--- src/rtl/dds_load_pkg.sv ---
package dds_load_pkg;
    typedef enum logic [1:0] {
        ST_EMPTY   = 2'd0,
        ST_FILLING = 2'd1,
        ST_READY   = 2'd2,
        ST_OVERRUN = 2'd3
    } fill_state_e;
endpackage

--- src/rtl/dds_sync_bank.sv ---
module dds_sync_bank #(
    parameter int WIDTH  = 3,
    parameter int STAGES = 2
) (
    input  logic             clk,
    input  logic             rst,
    input  logic [WIDTH-1:0] async_i,
    output logic [WIDTH-1:0] sync_o
);
    logic [WIDTH-1:0] stg [STAGES];

    always_ff @(posedge clk) begin
        if (rst) stg[0] <= '0;
        else     stg[0] <= async_i;
    end

    for (genvar s = 1; s < STAGES; s++) begin : g_stage
        always_ff @(posedge clk) begin
            if (rst) stg[s] <= '0;
            else     stg[s] <= stg[s-1];
        end
    end

    assign sync_o = stg[STAGES-1];
endmodule

--- src/rtl/dds_rise_detect.sv ---
module dds_rise_detect #(
    parameter int WIDTH = 2
) (
    input  logic             clk,
    input  logic             rst,
    input  logic [WIDTH-1:0] lvl_i,
    output logic [WIDTH-1:0] rise_o
);
    logic [WIDTH-1:0] dly;

    always_ff @(posedge clk) begin
        if (rst) dly <= '0;
        else     dly <= lvl_i;
    end

    assign rise_o = lvl_i & ~dly;

    for (genvar i = 0; i < WIDTH; i++) begin : g_chk
        // one edge of a serial line gives a single-cycle pulse
        p_single_pulse_r2: assert property (@(posedge clk) disable iff (rst)
            rise_o[i] |=> !rise_o[i]);
    end
endmodule

--- src/rtl/dds_shift_ctrl.sv ---
module dds_shift_ctrl
    import dds_load_pkg::*;
#(
    parameter int WORD_W = 40
) (
    input  logic              clk,
    input  logic              rst,
    input  logic              shift_en,
    input  logic              load_en,
    input  logic              din,
    output logic [WORD_W-1:0] word_o,
    output logic              ready_o
);
    localparam int CNT_W = $clog2(WORD_W + 2);
    localparam logic [CNT_W-1:0] LAST_IDX = CNT_W'(WORD_W - 1);
    localparam logic [CNT_W-1:0] FULL_CNT = CNT_W'(WORD_W);
    localparam logic [CNT_W-1:0] SAT_CNT  = CNT_W'(WORD_W + 1);

    fill_state_e       state, nxt;
    logic [CNT_W-1:0]  cnt;
    logic [WORD_W-1:0] sr;

    // state register
    always_ff @(posedge clk) begin
        if (rst) state <= ST_EMPTY;
        else     state <= nxt;
    end

    // transitions: update wins over a coincident shift
    always_comb begin
        nxt = state;
        if (load_en) begin
            nxt = ST_EMPTY;
        end else if (shift_en) begin
            unique case (state)
                ST_EMPTY:   nxt = ST_FILLING;
                ST_FILLING: nxt = (cnt == LAST_IDX) ? ST_READY : ST_FILLING;
                ST_READY:   nxt = ST_OVERRUN;
                ST_OVERRUN: nxt = ST_OVERRUN;
            endcase
        end
    end

    // outputs
    always_comb begin
        unique case (state)
            ST_READY: ready_o = 1'b1;
            default:  ready_o = 1'b0;
        endcase
    end

    always_ff @(posedge clk) begin
        if (rst || load_en)                   cnt <= '0;
        else if (shift_en && cnt != SAT_CNT)  cnt <= cnt + 1'b1;
    end

    // newest bit enters at the top, so the first bit ends at bit 0
    always_ff @(posedge clk) begin
        if (rst)                       sr <= '0;
        else if (shift_en && !load_en) sr <= {din, sr[WORD_W-1:1]};
    end

    assign word_o = sr;

    p_ptr_reset_r6: assert property (@(posedge clk) disable iff (rst)
        load_en |=> (cnt == '0 && state == ST_EMPTY));
    p_ready_exact_r7: assert property (@(posedge clk) disable iff (rst)
        ready_o |-> cnt == FULL_CNT);
    p_lsb_entry_r2: assert property (@(posedge clk) disable iff (rst)
        (shift_en && !load_en) |=> sr[WORD_W-1] == $past(din));
    p_push_out_r8: assert property (@(posedge clk) disable iff (rst)
        (shift_en && !load_en) |=> sr[WORD_W-2:0] == $past(sr[WORD_W-1:1]));
    p_hold_sr_r4: assert property (@(posedge clk) disable iff (rst)
        (!shift_en) |=> $stable(sr));
endmodule

--- src/rtl/dds_ctrl_reg.sv ---
module dds_ctrl_reg #(
    parameter int FREQ_W  = 32,
    parameter int MODE_W  = 2,
    parameter int PHASE_W = 5
) (
    input  logic                              clk,
    input  logic                              rst,
    input  logic                              load_en,
    input  logic [FREQ_W+MODE_W+PHASE_W:0]    word_i,
    output logic [FREQ_W-1:0]                 tuning_o,
    output logic [MODE_W-1:0]                 mode_o,
    output logic                              pdown_o,
    output logic [PHASE_W-1:0]                phase_o
);
    localparam int WORD_W = FREQ_W + MODE_W + 1 + PHASE_W;
    localparam int PD_BIT = FREQ_W + MODE_W;

    logic [WORD_W-1:0] active;

    always_ff @(posedge clk) begin
        if (rst)          active <= '0;
        else if (load_en) active <= word_i;
    end

    assign tuning_o = active[FREQ_W-1:0];
    assign mode_o   = active[PD_BIT-1:FREQ_W];
    assign pdown_o  = active[PD_BIT];
    assign phase_o  = active[WORD_W-1:PD_BIT+1];

    p_load_copy_r5: assert property (@(posedge clk) disable iff (rst)
        load_en |=> active == $past(word_i));
    p_hold_active_r4: assert property (@(posedge clk) disable iff (rst)
        !load_en |=> $stable(active));
endmodule

--- src/rtl/dds_word_loader.sv ---
module dds_word_loader #(
    parameter int FREQ_W      = 32,
    parameter int MODE_W      = 2,
    parameter int PHASE_W     = 5,
    parameter int SYNC_STAGES = 2
) (
    input  logic               clk,
    input  logic               rst,
    input  logic               wclk_i,
    input  logic               sdata_i,
    input  logic               upd_i,
    output logic [FREQ_W-1:0]  tuning_o,
    output logic [PHASE_W-1:0] phase_o,
    output logic               pdown_o,
    output logic [MODE_W-1:0]  mode_o,
    output logic               ready_o
);
    localparam int WORD_W = FREQ_W + MODE_W + 1 + PHASE_W;

    logic [2:0]        lines_s;
    logic [1:0]        rise;
    logic [WORD_W-1:0] staged;

    dds_sync_bank #(.WIDTH(3), .STAGES(SYNC_STAGES)) u_sync (
        .clk     (clk),
        .rst     (rst),
        .async_i ({sdata_i, upd_i, wclk_i}),
        .sync_o  (lines_s)
    );

    dds_rise_detect #(.WIDTH(2)) u_edge (
        .clk    (clk),
        .rst    (rst),
        .lvl_i  (lines_s[1:0]),
        .rise_o (rise)
    );

    dds_shift_ctrl #(.WORD_W(WORD_W)) u_shift (
        .clk      (clk),
        .rst      (rst),
        .shift_en (rise[0]),
        .load_en  (rise[1]),
        .din      (lines_s[2]),
        .word_o   (staged),
        .ready_o  (ready_o)
    );

    dds_ctrl_reg #(.FREQ_W(FREQ_W), .MODE_W(MODE_W), .PHASE_W(PHASE_W)) u_reg (
        .clk      (clk),
        .rst      (rst),
        .load_en  (rise[1]),
        .word_i   (staged),
        .tuning_o (tuning_o),
        .mode_o   (mode_o),
        .pdown_o  (pdown_o),
        .phase_o  (phase_o)
    );

    p_reset_clear_r1: assert property (@(posedge clk)
        $past(rst) |-> (tuning_o == '0 && phase_o == '0 && !pdown_o
                        && mode_o == '0 && !ready_o));
endmodule

--- config.mk ---
export PLATFORM = sky130hd
export DESIGN_NAME = dds_word_loader
export DESIGN_NICKNAME = d
export VERILOG_FILES = /design/src/rtl/dds_load_pkg.sv /design/src/rtl/dds_sync_bank.sv /design/src/rtl/dds_rise_detect.sv /design/src/rtl/dds_shift_ctrl.sv /design/src/rtl/dds_ctrl_reg.sv /design/src/rtl/dds_word_loader.sv
export SDC_FILE = /design/constraint.sdc
export NUM_CORES = 1
export LEC_CHECK = 0
export ABC_AREA = 1
export BUFFER_PORTS_ARGS = -buffer_cell sky130_fd_sc_hd__buf_4
export CORE_ASPECT_RATIO = 1.2
export CORE_UTILIZATION = 51
export CTS_CLUSTER_DIAMETER = 40
export DETAILED_ROUTE_END_ITERATION = 7
export PLACE_DENSITY_LB_ADDON = 0.1
export SLEW_MARGIN = 10
export SYNTH_ARGS = -nofsm -noshare
export SYNTH_HDL_FRONTEND = slang
export SYNTH_SLANG_ARGS = --single-unit
export TNS_END_PERCENT = 50
--- constraint.sdc ---
create_clock -name clk -period 1.6 [get_ports clk]
set_clock_uncertainty 0.05 [all_clocks]
set_input_delay 0.48 -clock clk [delete_from_list [all_inputs] [get_ports clk]]
set_output_delay 0.48 -clock clk [all_outputs]
set_load 0.02 [all_outputs]
After elaboration in Yosys (flattened, before gate mapping) --
Memory sizes are Yosys's and may differ from the RTL's. Cells that the tools add are included.
Storage, ports and cells: memories kept 1, RAM bits 6, output and inout bits 41, logic and storage cells 31, input bits 5, bits in registers 90
Cells by class: bitwise gates (word level) 4, equal/unequal tests 5, reductions and logical operators 7, $add $sub $neg 1, mux-type cells 8
Memories:
- u_sync.stg | words 2, width 3, rd ports 2, clocked after Yosys merged registers in 0, write ports 2, RTL line dds_sync_bank.sv:10 | logic [WIDTH-1:0] stg [STAGES];
Operator list (count):
- 6-bit by 1-bit adder with 6-bit output, second input constant | 1
- 6-bit == test, second input constant | 1
- 3-bit two-way mux | 2
- 6-bit != test, second input constant | 1
- 2-bit one-hot mux with 3 select lines | 1
- 2-bit == test, second input constant | 2
- 1-bit two-way mux | 4
- 2-bit OR reduction | 2
- 2-bit bitwise AND | 1
- 2-bit by 1-bit == test with 1-bit output, second input constant | 1
- 1-bit logical AND | 2
- 2-bit logical NOT | 1
- 2-bit two-way mux | 1
- 2-bit inverter | 1
- 1-bit OR | 2
- 1-bit logical NOT | 1
- 1-bit logical OR | 1

Longest topological paths before layout --
word-level depth 4, mapped depth 10, depth with buffers taken out 10

Cells and area by module --
From an unflattened synthesis, not the netlist that was laid out.
Unflattened totals: cells, all modules 514, area, all modules 3672.3 um^2
By module, submodules not included:
- dds_shift_ctrl | times used 1, cells an instance 234, area an instance 1783.0 um^2, sequential area each 960.9 um^2
- dds_ctrl_reg | times used 1, cells an instance 254, area an instance 1661.6 um^2, sequential area each 800.8 um^2
- dds_sync_bank | times used 1, cells an instance 18, area an instance 165.2 um^2, sequential area each 120.1 um^2
- dds_rise_detect | times used 1, cells an instance 8, area an instance 62.6 um^2, sequential area each 40.0 um^2

Worst setup path after synthesis --
No wires, ideal clock.
path kind flip-flop to flip-flop, start reg u_shift.cnt[0], end reg u_shift.state[0], data required time 1.435 ns, setup time 0.115 ns, cell stages (with the launch flop) 7, arrival time 1.060 ns, path buffers 0, slack 0.375 ns, period minus slack after synthesis 1.225 ns, path through dfxtp_1 > ha_1 > nand2_1 > nor3_1 > nand3_1 > o21ai_0 > inv_1
Between the ends: longest elaborated chain between the ends 3
RTL lines:
- start: declaration | RTL line dds_shift_ctrl.sv:20 | logic [CNT_W-1:0] cnt;
- start signal: assignment | RTL line dds_shift_ctrl.sv:54 | else if (shift_en && cnt != SAT_CNT) cnt <= cnt + 1'b1;
- 6-bit == test | RTL line dds_shift_ctrl.sv:37 | ST_FILLING: nxt = (cnt == LAST_IDX) ? ST_READY : ST_FILLING;
- 2-bit two-way mux | RTL line dds_shift_ctrl.sv:37
- 2-bit one-hot mux with 3 select lines | RTL line dds_shift_ctrl.sv:35 | unique case (state)
- end signal: assignment | RTL line dds_shift_ctrl.sv:26 | else state <= nxt;
- end: declaration | RTL line dds_shift_ctrl.sv:19 | fill_state_e state, nxt;
Every way passes these cells. A chain may end at the register's enable or synchronous reset.

Final worst setup path --
start reg u_shift.state[1], end out ready_o
Between the ends: longest elaborated chain between the ends 2
RTL lines:
- 2-bit == test | RTL line dds_shift_ctrl.sv:46 | unique case (state)
- 1-bit two-way mux | RTL line dds_shift_ctrl.sv:46
- end: declaration | RTL line dds_word_loader.sv:16 | output logic ready_o
Every way passes these cells.

==> summary.md <==
| Metric | Value |
|---|---|
| Syn avg cell area | `about 8 um^2` |
| Largest area contributor in the netlist | `dfxtp_1` |
| RSZ-0062 raised after global routing | `false` |
| DRC viols | `0` |
| Chip Height | `91.88 um` |
| Syn Std Cell Area | `around 0.0034 mm^2` |
| Synth Instances | `between 400 and 500` |
| Via count | `2763` |
| Top cells by area, synth | `dfxtp_1, nor2_1, o21ai_0, nand2_1, inv_1` |
| Initial antenna violation count | `0` |
| Internal power | `~3200 uW` |
| Syn. warnings | `0` |
| Part of the power in combinational logic | `about 8.6%` |
| Startpoint types | `flop` |
| WS Path Type | `reg2out` |
| Num CTS Buffers | `9` |
| CTS Root Cell | `clkbuf_8` |
| Yosys top cell area share | `between 50% and 60%` |
| Final Max Slew Viols | `0` |
| Worst hold endpoint | `u_sync.stg[0][0]` |
| Max IR drop VDD | `approximately 0.6 mV` |
| Primary FF master, synth | `dfxtp_1` |
| Post-DP HPWL | `between 3000 and 4000 um` |
| Layout area overhead | `16.22%` |
| R2r endpoint | `u_shift.word_o[12]` |
| Post-Syn Nets | `around 450` |
| CP Capture Type | `output pin` |
| CP required | `~1.1 ns` |
| Drt pass-1 iters | `4` |
| H-tree depth | `3` |
| RePlAce Congestion | `between 0.7 and 0.8` |
| Post-CTS sizing | `0` |
| Fin. Hold Viols | `0` |
| Seq/Total Area, Yosys | `a little under three fifths` |
| HP Start | `wclk_i` |
| First-pass GRT wire length | `about 12000 um` |
| Initial core utilization | `52.93%` |
| Worst path max stage delay | `around 0.33 ns` |
| Power Dens Cells | `1105 mW/mm^2` |
| Tot GR Track Use | `around 20%` |
| Static leakage | `approximately 0.0019 uW` |
| Async set-reset flop share out of synthesis | `0%` |
| IO Count | `46` |
| RR Startpoint | `u_sync.stg[1][1]` |
| Vias per cell | `4.856` |
| Netlist cell types | `19` |
| Relative slew slack | `a little under three fifths` |
| Slowest CP cell | `dfxtp_1` |
| Fmax | `678.4 MHz` |
| Hold Crit Depth | `3` |
| CTS tree | `built` |
| Crit path cell chain | `inv_1 > nor2_1 > buf_4` |
| Hold-fix buffers, CTS | `0` |
| Chip width | `between 70 and 80 um` |
| DR iter-0 viols | `167` |
| Area of the die | `approximately 0.0071 mm^2` |
| GR Overflow Total | `0` |
| Post-synth EDFFs | `0` |
| ANT nets after route | `0` |
| Core footprint | `between 0.006 and 0.007 mm^2` |
| Setup_tns | `0 ns` |
| Final core utilization | `61.52%` |
| Yosys reg bits | `96` |
| Psw | `1172 uW` |
| Hold Crit Class | `in2reg` |
| Final min period | `around 1.5 ns` |
| # Post-CTS Setup Buffers | `0` |
| Clock sink count | `96` |
| Setup violations, final | `0` |
| Sequential power share | `58.1%` |
| R2r setup slk | `between 0.15 and 0.2 ns` |
| Clk_lat worst skew | `0.36 ns` |
| Clk network pwr share | `33.3%` |
| Peak fanout along the critical path | `2` |
| Worst-path clk slew | `approximately 0.10 ns` |
| DR WL/cell | `between 10 and 15 um` |
| Total wire length | `between 6000 and 7000 um` |
| Largest net degree at the start of global routing | `45` |
| Tcrit/Tclk final | `roughly 92%` |
| Antenna Cells | `0` |
| Reg2reg path depth | `6` |
| Max_cap viols | `0` |
| CTS Buffer Depth | `2` |
| Status | `complete, no violations` |
| IO buf count | `45` |
| Net Sw Frac | `a little over a quarter` |
| Worst slew pin tran | `approximately 0.65 ns` |
| Crit path arrival time | `~0.94 ns` |
| Vias in the first global route | `around 2600` |
| Layout cells sized above 1 | `roughly 16%` |
| NumNets Final | `between 400 and 500` |
| Rows | `32` |
[layout by cell type (no fill, tap or decap)]
| master | instances |
|---|---|
| clkinv_4 | 2 |
| inv_1 | 17 |
| xor2_1 | 1 |
| dfxtp_1 | 95 |
| nand3_1 | 6 |
| buf_4 | 52 |
| nor2_4 | 3 |
| inv_2 | 6 |
| nor3_1 | 1 |
| ha_1 | 2 |
| dfxtp_2 | 1 |
| buf_12 | 1 |
| xnor2_1 | 1 |
| o21ai_0 | 68 |
| inv_6 | 3 |
| clkinv_2 | 1 |
| nand2_1 | 22 |
| clkbuf_8 | 9 |
| nor2_1 | 172 |
| inv_8 | 1 |
| a21oi_1 | 8 |
| o21ai_1 | 12 |
[synthesized netlist by cell type (2+ instances only)]
| cell | n |
|---|---|
| a21oi_1 | 8 |
| buf_2 | 7 |
| buf_6 | 5 |
| clkbuf_1 | 11 |
| dfxtp_1 | 96 |
| ha_1 | 2 |
| inv_1 | 17 |
| inv_2 | 6 |
| nand2_1 | 22 |
| nand3_1 | 6 |
| nor2_1 | 172 |
| nor2_4 | 3 |
| o21ai_0 | 68 |
| o21ai_1 | 12 |
[flip-flops by register name, indices dropped and copies added (netlist names)]
register        count
u_reg.active       40
u_sync.stg          6
u_shift.word_o     40
u_shift.cnt         6
u_shift.state       2
u_edge.dly          2
[cells by family after synthesis]
| kind of cell | Yosys count | synth area share (%) |
|---|---|---|
| xor gates and xnor gates | 2 | 0.5103 |
| buffers and inverters | 48 | 6.742 |
| DFF | 96 | 55.98 |
| and+or+nand+nor | 204 | 23.21 |
| adders and majority gates | 2 | 0.7287 |
| AOI/OAI and AO/OA | 88 | 12.83 |
[cell type report]
type                    instances  area (um^2)
repair buffers                 53        410.4
clock inverters                 7        60.06
fillers                       612         2496
inverters                      23        86.33
multi-input cells             296         1280
clock buffers                   9        123.9
flip-flops and latches         96         1923
well taps                      85        106.4
[stage by stage]
stage / power (uW) / setup WS [ns] / hold WS, ns / cell area [um^2] / instances
after CTS: 4472 / 0.1068 / 0.2596 / 3989 / 569
after global routing: 4630 / 0.004939 / 0.2664 / 3990 / 569
after global placement: 2994 / 0.2400 / 0.3566 / 3805 / 553
after detailed placement: 3001 / 0.1603 / 0.3494 / 3805 / 553
after floorplan: 2866 / 0.3750 / 0.3383 / 3433 / 440
final: 4410 / 0.1258 / 0.2709 / 3990 / 569
[worst max path at each step]
stage | endpoint | from | cells past startpoint | slack [ns]
after floorplan | u_shift.state[0] | u_shift.cnt[0] | 6 | 0.37
after global placement | u_reg.active[1] | rst | 5 | 0.24
after detailed placement | u_shift.word_o[12] | u_sync.stg[1][1] | 6 | 0.16
after CTS | ready_o | u_shift.state[1] | 3 | 0.11
after global routing | u_shift.word_o[28] | u_sync.stg[1][1] | 6 | 0.005
final | ready_o | u_shift.state[1] | 3 | 0.13
[metal layers]
metal  global-route usage (%)  vias up  wire length, um
met3                    4.378        8              204
met5                        0        -                0
met1                    24.97     1259             3095
met2                    33.85       38             2975
met4                    8.654        0               94
li1                         -     1458                -
[critical path, delay by kind of cell (launching register included)]
family                 cells  cell delay, ns
DFF                        1            0.33
buffers and inverters      2            0.19
and+or+nand+nor            1            0.08
[power groups by stage]
stage,logic [uW],registers (uW),clock network (uW)
2_1_floorplan,201,2660,0
3_3_place_gp,377,2620,0
3_5_place_dp,384,2620,0
4_1_cts,386,2560,1520
5_1_grt,431,2580,1620
6_report,378,2560,1470
(Power assumes the default switching activity.)
